File: config.mk
export PLATFORM = sky130hd
export DESIGN_NAME = evt_prio_ctrl
export DESIGN_NICKNAME = d
export VERILOG_FILES = /design/src/rtl/evt_prio_pkg.sv /design/src/rtl/evt_prio_sync.sv /design/src/rtl/evt_prio_decode.sv /design/src/rtl/evt_prio_datapath.sv /design/src/rtl/evt_prio_ctrl.sv
export SDC_FILE = /design/constraint.sdc
export NUM_CORES = 1
export LEC_CHECK = 0
export BUFFER_PORTS_ARGS = -buffer_cell sky130_fd_sc_hd__buf_2
export CAP_MARGIN = 40
export CORE_AREA = 2 2 69 71
export CTS_CLUSTER_DIAMETER = 50
export DETAILED_ROUTE_END_ITERATION = 6
export DIE_AREA = 0 0 71 73
export PLACE_DENSITY = 0.51
export REMOVE_ABC_BUFFERS = 1
export SYNTH_ARGS = -nofsm -noshare
export SYNTH_HDL_FRONTEND = slang
export SYNTH_SLANG_ARGS = --single-unit
File: constraint.sdc
create_clock -name clk -period 3.4 [get_ports clk]
set_input_delay 0.51 -clock clk [delete_from_list [all_inputs] [get_ports clk]]
set_output_delay 0.51 -clock clk [all_outputs]
set_load 0.02 [all_outputs]
File: src/rtl/evt_prio_pkg.sv
package evt_prio_pkg;

  parameter int NUM_SRC = 8;
  parameter int DATA_W  = 8;
  parameter int ADDR_W  = 2;

  // register offsets; the bench relies on them
  parameter logic [ADDR_W-1:0] OFS_FLAG  = 2'd0;
  parameter logic [ADDR_W-1:0] OFS_EN    = 2'd1;
  parameter logic [ADDR_W-1:0] OFS_PRIO  = 2'd2;
  parameter logic [ADDR_W-1:0] OFS_LEVEL = 2'd3;

  typedef enum logic [1:0] {
    SEL_FLAG  = 2'd0,
    SEL_EN    = 2'd1,
    SEL_PRIO  = 2'd2,
    SEL_LEVEL = 2'd3
  } rdSel_t;

  // strobes from control to datapath
  typedef struct packed {
    logic   wrFlagClr;
    logic   wrEnable;
    rdSel_t rdSel;
  } evtStrobe_t;

endpackage

File: src/rtl/evt_prio_sync.sv
module evt_prio_sync #(
  parameter int WIDTH  = 8,
  parameter int STAGES = 2
) (
  input  logic             clk,
  input  logic             rstN,
  input  logic [WIDTH-1:0] asyncIn,
  output logic [WIDTH-1:0] syncOut
);

  logic [STAGES-1:0][WIDTH-1:0] stageQ;

  always_ff @(posedge clk or negedge rstN) begin
    if (!rstN) stageQ[0] <= '0;
    else       stageQ[0] <= asyncIn;
  end

  for (genvar s = 1; s < STAGES; s++) begin : g_stage
    always_ff @(posedge clk or negedge rstN) begin
      if (!rstN) stageQ[s] <= '0;
      else       stageQ[s] <= stageQ[s-1];
    end
  end

  assign syncOut = stageQ[STAGES-1];

endmodule

File: src/rtl/evt_prio_decode.sv
module evt_prio_decode
  import evt_prio_pkg::*;
(
  input  logic              clk,
  input  logic              rstN,
  input  logic [ADDR_W-1:0] regAddr,
  input  logic              regWrEn,
  output evtStrobe_t        strobe
);

  always_comb begin
    strobe.wrFlagClr = regWrEn && (regAddr == OFS_FLAG);
    strobe.wrEnable  = regWrEn && (regAddr == OFS_EN);
    unique case (regAddr)
      OFS_FLAG:  strobe.rdSel = SEL_FLAG;
      OFS_EN:    strobe.rdSel = SEL_EN;
      OFS_PRIO:  strobe.rdSel = SEL_PRIO;
      default:   strobe.rdSel = SEL_LEVEL;
    endcase
  end

  AST_ONE_WRITE_TARGET: assert property (@(posedge clk) disable iff (!rstN)
    $onehot0({strobe.wrFlagClr, strobe.wrEnable}));

  AST_RO_WRITE_DROPPED: assert property (@(posedge clk) disable iff (!rstN)
    (regWrEn && (strobe.rdSel == SEL_PRIO || strobe.rdSel == SEL_LEVEL))
      |-> !(strobe.wrFlagClr || strobe.wrEnable));

endmodule

File: src/rtl/evt_prio_datapath.sv
module evt_prio_datapath
  import evt_prio_pkg::*;
(
  input  logic               clk,
  input  logic               rstN,
  input  evtStrobe_t         strobe,
  input  logic [DATA_W-1:0]  wrData,
  input  logic [NUM_SRC-1:0] srcSync,
  output logic [DATA_W-1:0]  rdData,
  output logic               evtHigh,
  output logic               evtLow
);

  localparam int HALF = NUM_SRC / 2;
  localparam logic [DATA_W-1:0] NONE_CODE = {DATA_W{1'b1}};

  logic [NUM_SRC-1:0] prevQ;
  logic [NUM_SRC-1:0] riseVec;
  logic [NUM_SRC-1:0] flagQ;
  logic [NUM_SRC-1:0] enQ;
  logic [NUM_SRC-1:0] clrMask;
  logic [DATA_W-1:0]  prioCode;
  logic [DATA_W-1:0]  levelBits;

  // edge detector on the synchronized sources
  always_ff @(posedge clk or negedge rstN) begin
    if (!rstN) prevQ <= '0;
    else       prevQ <= srcSync;
  end
  assign riseVec = srcSync & ~prevQ;

  // enable register
  always_ff @(posedge clk or negedge rstN) begin
    if (!rstN)                enQ <= '0;
    else if (strobe.wrEnable) enQ <= wrData[NUM_SRC-1:0];
  end

  // flags: a new edge wins over a write-one clear
  assign clrMask = strobe.wrFlagClr ? wrData[NUM_SRC-1:0] : '0;

  always_ff @(posedge clk or negedge rstN) begin
    if (!rstN) flagQ <= '0;
    else       flagQ <= (flagQ & ~clrMask) | (riseVec & enQ);
  end

  // highest pending index, all ones when empty
  always_comb begin
    prioCode = NONE_CODE;
    for (int i = 0; i < NUM_SRC; i++) begin
      if (flagQ[i]) prioCode = DATA_W'(i);
    end
  end

  always_comb begin
    levelBits    = '0;
    levelBits[1] = |flagQ[NUM_SRC-1:HALF];
    levelBits[0] = |flagQ[HALF-1:0];
  end

  assign evtHigh = |flagQ[NUM_SRC-1:HALF];
  assign evtLow  = |flagQ[HALF-1:0];

  always_comb begin
    unique case (strobe.rdSel)
      SEL_FLAG:  rdData = DATA_W'(flagQ);
      SEL_EN:    rdData = DATA_W'(enQ);
      SEL_PRIO:  rdData = prioCode;
      default:   rdData = levelBits;
    endcase
  end

  AST_NO_UNENABLED_SET: assert property (@(posedge clk) disable iff (!rstN)
    1'b1 |=> ((flagQ & ~$past(flagQ) & ~$past(enQ)) == '0));

  AST_CLEAR_TAKES: assert property (@(posedge clk) disable iff (!rstN)
    strobe.wrFlagClr |=> ((flagQ & $past(wrData[NUM_SRC-1:0]) & ~$past(riseVec)) == '0));

  AST_EDGE_NOT_LOST: assert property (@(posedge clk) disable iff (!rstN)
    1'b1 |=> (($past(riseVec & enQ) & ~flagQ) == '0));

  AST_PRIO_EMPTY: assert property (@(posedge clk) disable iff (!rstN)
    (flagQ == '0) |-> (prioCode == NONE_CODE));

  AST_PRIO_TOP: assert property (@(posedge clk) disable iff (!rstN)
    (flagQ != '0) |-> ((flagQ >> prioCode) == NUM_SRC'(1)));

  AST_HIGH_LINE: assert property (@(posedge clk) disable iff (!rstN)
    evtHigh |-> (prioCode >= DATA_W'(HALF) && prioCode != NONE_CODE));

  AST_LOW_LINE: assert property (@(posedge clk) disable iff (!rstN)
    (evtLow && !evtHigh) |-> (prioCode < DATA_W'(HALF)));

endmodule

File: src/rtl/evt_prio_ctrl.sv
module evt_prio_ctrl
  import evt_prio_pkg::*;
#(
  parameter int SYNC_STAGES = 2
) (
  input  logic              clk,
  input  logic              rstN,
  input  logic [ADDR_W-1:0] regAddr,
  input  logic              regWrEn,
  input  logic [DATA_W-1:0] regWrData,
  output logic [DATA_W-1:0] regRdData,
  input  logic [NUM_SRC-1:0] evtSrc,
  output logic              evtHigh,
  output logic              evtLow
);

  evtStrobe_t         strobe;
  logic [NUM_SRC-1:0] srcSync;

  evt_prio_sync #(.WIDTH(NUM_SRC), .STAGES(SYNC_STAGES)) u_sync (
    .clk     (clk),
    .rstN    (rstN),
    .asyncIn (evtSrc),
    .syncOut (srcSync)
  );

  evt_prio_decode u_decode (
    .clk     (clk),
    .rstN    (rstN),
    .regAddr (regAddr),
    .regWrEn (regWrEn),
    .strobe  (strobe)
  );

  evt_prio_datapath u_datapath (
    .clk     (clk),
    .rstN    (rstN),
    .strobe  (strobe),
    .wrData  (regWrData),
    .srcSync (srcSync),
    .rdData  (regRdData),
    .evtHigh (evtHigh),
    .evtLow  (evtLow)
  );

endmodule

# Word-level counts from Yosys, hierarchy flattened
# Index checks and enable logic that the tools add are counted.
dict set report totals {
  register_bits 40
  latch_bits 0
  ramBits 0
  romBits 0
  in_bits 21
  word_cells 32
  n_memories 0
}
dict set report op_classes {
  n_addsub 0
  mul 0
  n_div 0
  magnitude_cmp 0
  n_eq_ne 4
  shift 0
  muxes 11
  n_bitwise 6
  reduce_logical 6
}
# cell n
set op_table {}
lappend op_table {{2-to-1 mux 8 bit} 9}
lappend op_table {{bitwise AND 8 bit} 3}
lappend op_table {{one-hot mux 8 bit (3 select lines)} 1}
lappend op_table {{inverter 8 bit} 2}
lappend op_table {{OR 8 bit} 1}
lappend op_table {{OR reduction 4 bit} 2}
lappend op_table {{one-hot mux 2 bit (3 select lines)} 1}
lappend op_table {{equality test 2 x 1 -> 1 bit (second input constant)} 2}
lappend op_table {{equality test 2 bit (second input constant)} 2}
lappend op_table {{logical NOT 2 bit} 2}
lappend op_table {{logical AND 1 bit} 2}

# Longest topological paths before layout
dict set report depth {
  word_depth 9
  depth_mapped 5
  depth_no_buf 4
}

# Hierarchy
# Synthesis repeated with hierarchy kept, for this count alone.
dict set report hier_totals {
  hier_cells 124
  area_unflattened_um2 1574.0
}
# module instances cells_per_inst area_each_um2 seq_area_each_um2
set modules_own_cells {}
lappend modules_own_cells {evt_prio_datapath 1 96 1084.8 600.6}
lappend modules_own_cells {evt_prio_sync 1 24 460.4 400.4}
lappend modules_own_cells {evt_prio_decode 1 4 28.8 0.0}

# Worst setup path after synthesis
# Ideal clock, no wire load.
dict set report synth_path {
  path_type {input to output}
  startpoint {input regAddr[0]}
  endpoint {output regRdData[2]}
  arrival_ns 1.763
  required_time_ns 2.890
  setup_slack_ns 1.127
  path_stages 4
  path_buffers 2
  path_cell_list {clkbuf_1 -> buf_1 -> mux2i_1 -> o21ai_0}
}
dict set report synth_via {
  elab_chain_cells 4
  elab_cells_between_ends 8
  cone_classes {4 x eq/ne; 2 x mux; 2 x reduce/logical}
}
# element line
set synth_lines {}
lappend synth_lines {{start: declaration} evt_prio_ctrl.sv:8} ;# input logic [ADDR_W-1:0] regAddr,
lappend synth_lines {{equality test 2 bit (tied with other cells)} evt_prio_decode.sv:14} ;# unique case (regAddr)
lappend synth_lines {{one-hot mux 2 bit (3 select lines) (*)} evt_prio_decode.sv:14}
lappend synth_lines {{equality test 2 bit (tied with other cells)} evt_prio_datapath.sv:64} ;# unique case (strobe.rdSel)
lappend synth_lines {{one-hot mux 8 bit (3 select lines) (*)} evt_prio_datapath.sv:64}
lappend synth_lines {{end: declaration} evt_prio_ctrl.sv:11} ;# output logic [DATA_W-1:0] regRdData,
# Every way passes the cells marked *; elsewhere a longest branch is shown, timed or not.

# Worst setup path after layout
dict set report layout_path {
  startpoint {register u_datapath.flagQ[1]}
  endpoint {output regRdData[6]}
}
dict set report layout_via {
  elab_chain_cells 8
}
# element line
set layout_lines {}
lappend layout_lines {{start: declaration} evt_prio_datapath.sv:19} ;# logic [NUM_SRC-1:0] flagQ;
lappend layout_lines {{start signal: assignment} evt_prio_datapath.sv:43} ;# else flagQ <= (flagQ & ~clrMask) | (riseVec & enQ);
lappend layout_lines {{2-to-1 mux 8 bit (7 in series)} evt_prio_datapath.sv:50} ;# if (flagQ[i]) prioCode = DATA_W'(i);
lappend layout_lines {{one-hot mux 8 bit (3 select lines)} evt_prio_datapath.sv:64}
# Every way passes these cells.

==> flow_metrics.py <==
metrics = {
    "outcome": {
        "status": "finished, final reports clean",
    },
    "global_route": {
        "grt_pass1_wl_mm": 4.71,
        "antenna_found_initial": 0,
        "grt_pass1_vias": 915,
        "grt_usage_pct": 12.2,
        "grt_max_degree": 26,
        "grt-ovfl-total": 0,
    },
    "power_and_ir_drop": {
        "powerDensity_nw_per_um2": 607,
        "p_leak_nw": 0.851,
        "totalPowerFinal_w": 0.00111,
        "vdd_ir_drop_max_mv": 0.211,
        "netSwitchingFraction_pct": 25.9,
        "internal_power_w": 0.000821,
        "p_comb_share_pct": 14.0,
        "seqPwrFrac_pct": 52.9,
        "clkPwrFrac_pct": 33.1,
        "p_switching_w": 0.000288,
    },
    "final_layout": {
        "final_common_cell": "dfrtp_1",
        "n_antenna_cell": 0,
        "final_cell_mix": "dfrtp_1, buf_2, nand2_1, o21ai_0, mux2_2",
        "drive_gt1_share_pct": 32.5,
        "utilization_pct": 40.3,
        "syn2layout_area_growth_pct": 22.4,
        "fin_nets": 174,
    },
    "yosys": {
        "ys_ff_latch": 40,
        "synth_area_per_cell_um2": 12.6,
        "yosysTopAreaCellShare_pct": 67.1,
        "synth-compound-area-share_pct": 9.89,
        "yosysSeqAreaShare_pct": 67.1,
        "ys_warn_count": 0,
        "syn_area_um2": 1490,
        "synthAdderAreaFrac_pct": 0,
        "synth.distinct_cells": 20,
        "synthTopCellsByArea": "dfrtp_1, mux2_2, nand2_1",
        "muxShareOfSynthArea_pct": 11.5,
        "synth_simple_gate_area_share_pct": 9.05,
        "yosysTopAreaCell": "dfrtp_1",
        "synth_top_family_by_area": "multiplexers",
        "synthCells": 118,
        "synth_xor_area_share_pct": 0,
    },
    "detailed_routing": {
        "post_drt_wl_per_cell_um": 14.0,
        "first_pass_iters": 4,
        "wirelength_mm": 2.92,
        "route.detailed.drc": 0,
        "vias": 1011,
        "viasPerCell": 4.86,
        "drtIter0Drc": 71,
        "postRouteAntennaNets": 0,
    },
    "timing": {
        "finalCriticalPeriod_ns": 2.61,
        "final-setup-viol-count": 0,
        "layout_worst_path_cycle_share_pct": 76.9,
        "maxSlewViolCount": 0,
        "setup_tns_ns": 0,
        "slew_headroom_pct": 54.0,
        "final-hold-violation-count": 0,
        "skew_ns": 0.00674,
        "fmax_mhz": 383,
        "rsz0062_at_grt": "no",
        "worstMarginPinSlew_ns": 0.687,
    },
    "floorplanning": {
        "die_h_um": 73,
        "fp.coreArea_um2": 4540,
        "dieArea_um2": 5180,
        "fp.dieW_um": 71,
        "io_pins": 31,
        "num_rows": 25,
        "initial_core_util_pct": 32.9,
    },
    "setup_path": {
        "cp_common_cell": "or4_4",
        "r2r_start": "u_datapath.enQ[1]",
        "arrival_ns": 2.10,
        "path_class": "reg -> out",
        "crit_fanout": 5,
        "slowest_delay_ns": 0.59,
        "reg2reg_to": "u_datapath.enQ[1]",
        "worstPathCellList": "or4_4 -> or4_4 -> o21ai_0 -> buf_2",
        "cp_top_family": "simple AND/OR/NAND/NOR gates",
        "slowest_stage": "or4_4",
        "rr_worst_depth": 1,
        "cp_data_required_time_ns": 2.89,
        "worst-path-buf-inv": 1,
        "end_kind": "output port",
        "r2r_slack_ns": 2.61,
        "crit_path_start_kind": "register",
    },
    "run": {
        "max-cap-violations": 0,
    },
    "clock_network": {
        "post_cts_buffers": 0,
        "cts_buffers": 5,
        "htree_levels": 2,
        "root_buffer": "clkbuf_8",
        "cts.repair.resized": 0,
        "insertion_delay_ns": 0.28,
        "clockBufferDepth": 2,
        "path_clk_slew_ns": 0.08,
        "holdBufCountCts": 0,
        "cts.sinks": 40,
        "cts_tree": "built",
    },
    "min_path": {
        "hold_class": "in -> async",
    },
    "placed_design": {
        "gp_congestion": 0.874,
        "place_hpwl_mm": 2.10,
        "port-buffer-count": 30,
    },
}
-- per-layer routing --
metal | GRT usage [%] | wire length, um
met1 | 16.7 | 1290
met2 | 17.8 | 1400
met3 | 3.73 | 204
met4 | 5.66 | 24
met5 | 0 | 0
-- state kept, by name, indices dropped and copies added, names as in the netlist --
register,count
u_datapath.prevQ,8
u_datapath.flagQ,8
u_sync.stageQ,8
u_datapath.enQ,8
u_sync.syncOut,8
-- area by class of cell --
cell class	count	area, um^2
fillers	420	2710
flip-flops and latches	40	1000
multi-input cells	68	454
repair buffers	31	170
clock buffers	6	72.6
well taps	54	67.6
clock inverters	2	35.0
inverters	7	26.3
-- synthesized netlist by cell type --
cell      instances
a211oi_1          1
a21oi_1           4
a32o_1            3
a32oi_1           1
buf_1             1
clkbuf_1          2
dfrtp_1          40
inv_1             7
mux2_2            9
mux2i_1           7
nand2_1          20
nand3_1           1
nor2_1            1
nor3_1            2
nor3b_2           1
nor4_1            1
o21ai_0          12
o22ai_1           1
o31ai_1           2
or4_4             2
-- per-stage QoR --
| stage | hold slack (ns) | instance area (um^2) | setup slack (ns) | std cells |
|---|---|---|---|---|
| 2_1_floorplan | 0.214 | 1480 | 1.13 | 115 |
| 3_3_place_gp | 0.332 | 1700 | 1.12 | 199 |
| 3_5_place_dp | 0.336 | 1720 | 1.09 | 200 |
| 4_1_cts | 0.136 | 1830 | 0.772 | 208 |
| 5_1_grt | 0.146 | 1830 | 0.709 | 208 |
| 6_report | 0.136 | 1830 | 0.786 | 208 |
-- worst max-delay path by stage --
stage                        end                 from  slack [ns]  cells past startpoint
global placement    regRdData[5]  u_datapath.flagQ[1]        1.12                      4
finish              regRdData[6]  u_datapath.flagQ[1]        0.79                      4
global route        regRdData[4]  u_datapath.flagQ[0]        0.71                      4
detailed placement  regRdData[7]  u_datapath.flagQ[1]        1.09                      4
CTS                 regRdData[6]  u_datapath.flagQ[1]        0.77                      4
floorplan           regRdData[3]  u_datapath.flagQ[1]        1.13                      3
-- power by group through the flow --
stage | combinational [W] | clock, W | sequential, W
2_1_floorplan | 0.0000994 | 0 | 0.000577
3_3_place_gp | 0.000152 | 0 | 0.000590
3_5_place_dp | 0.000157 | 0 | 0.000596
4_1_cts | 0.000158 | 0.000384 | 0.000586
5_1_grt | 0.000173 | 0.000405 | 0.000594
6_report | 0.000155 | 0.000367 | 0.000586
-- cell families after synthesis --
| logic type | after synthesis |
|---|---|
| AOI/OAI and AO/OA | 24 |
| buffers and inverters | 10 |
| DFF | 40 |
| muxes | 16 |
| and+or+nand+nor | 28 |
No activity file was read; power rests on OpenSTA's default activity.
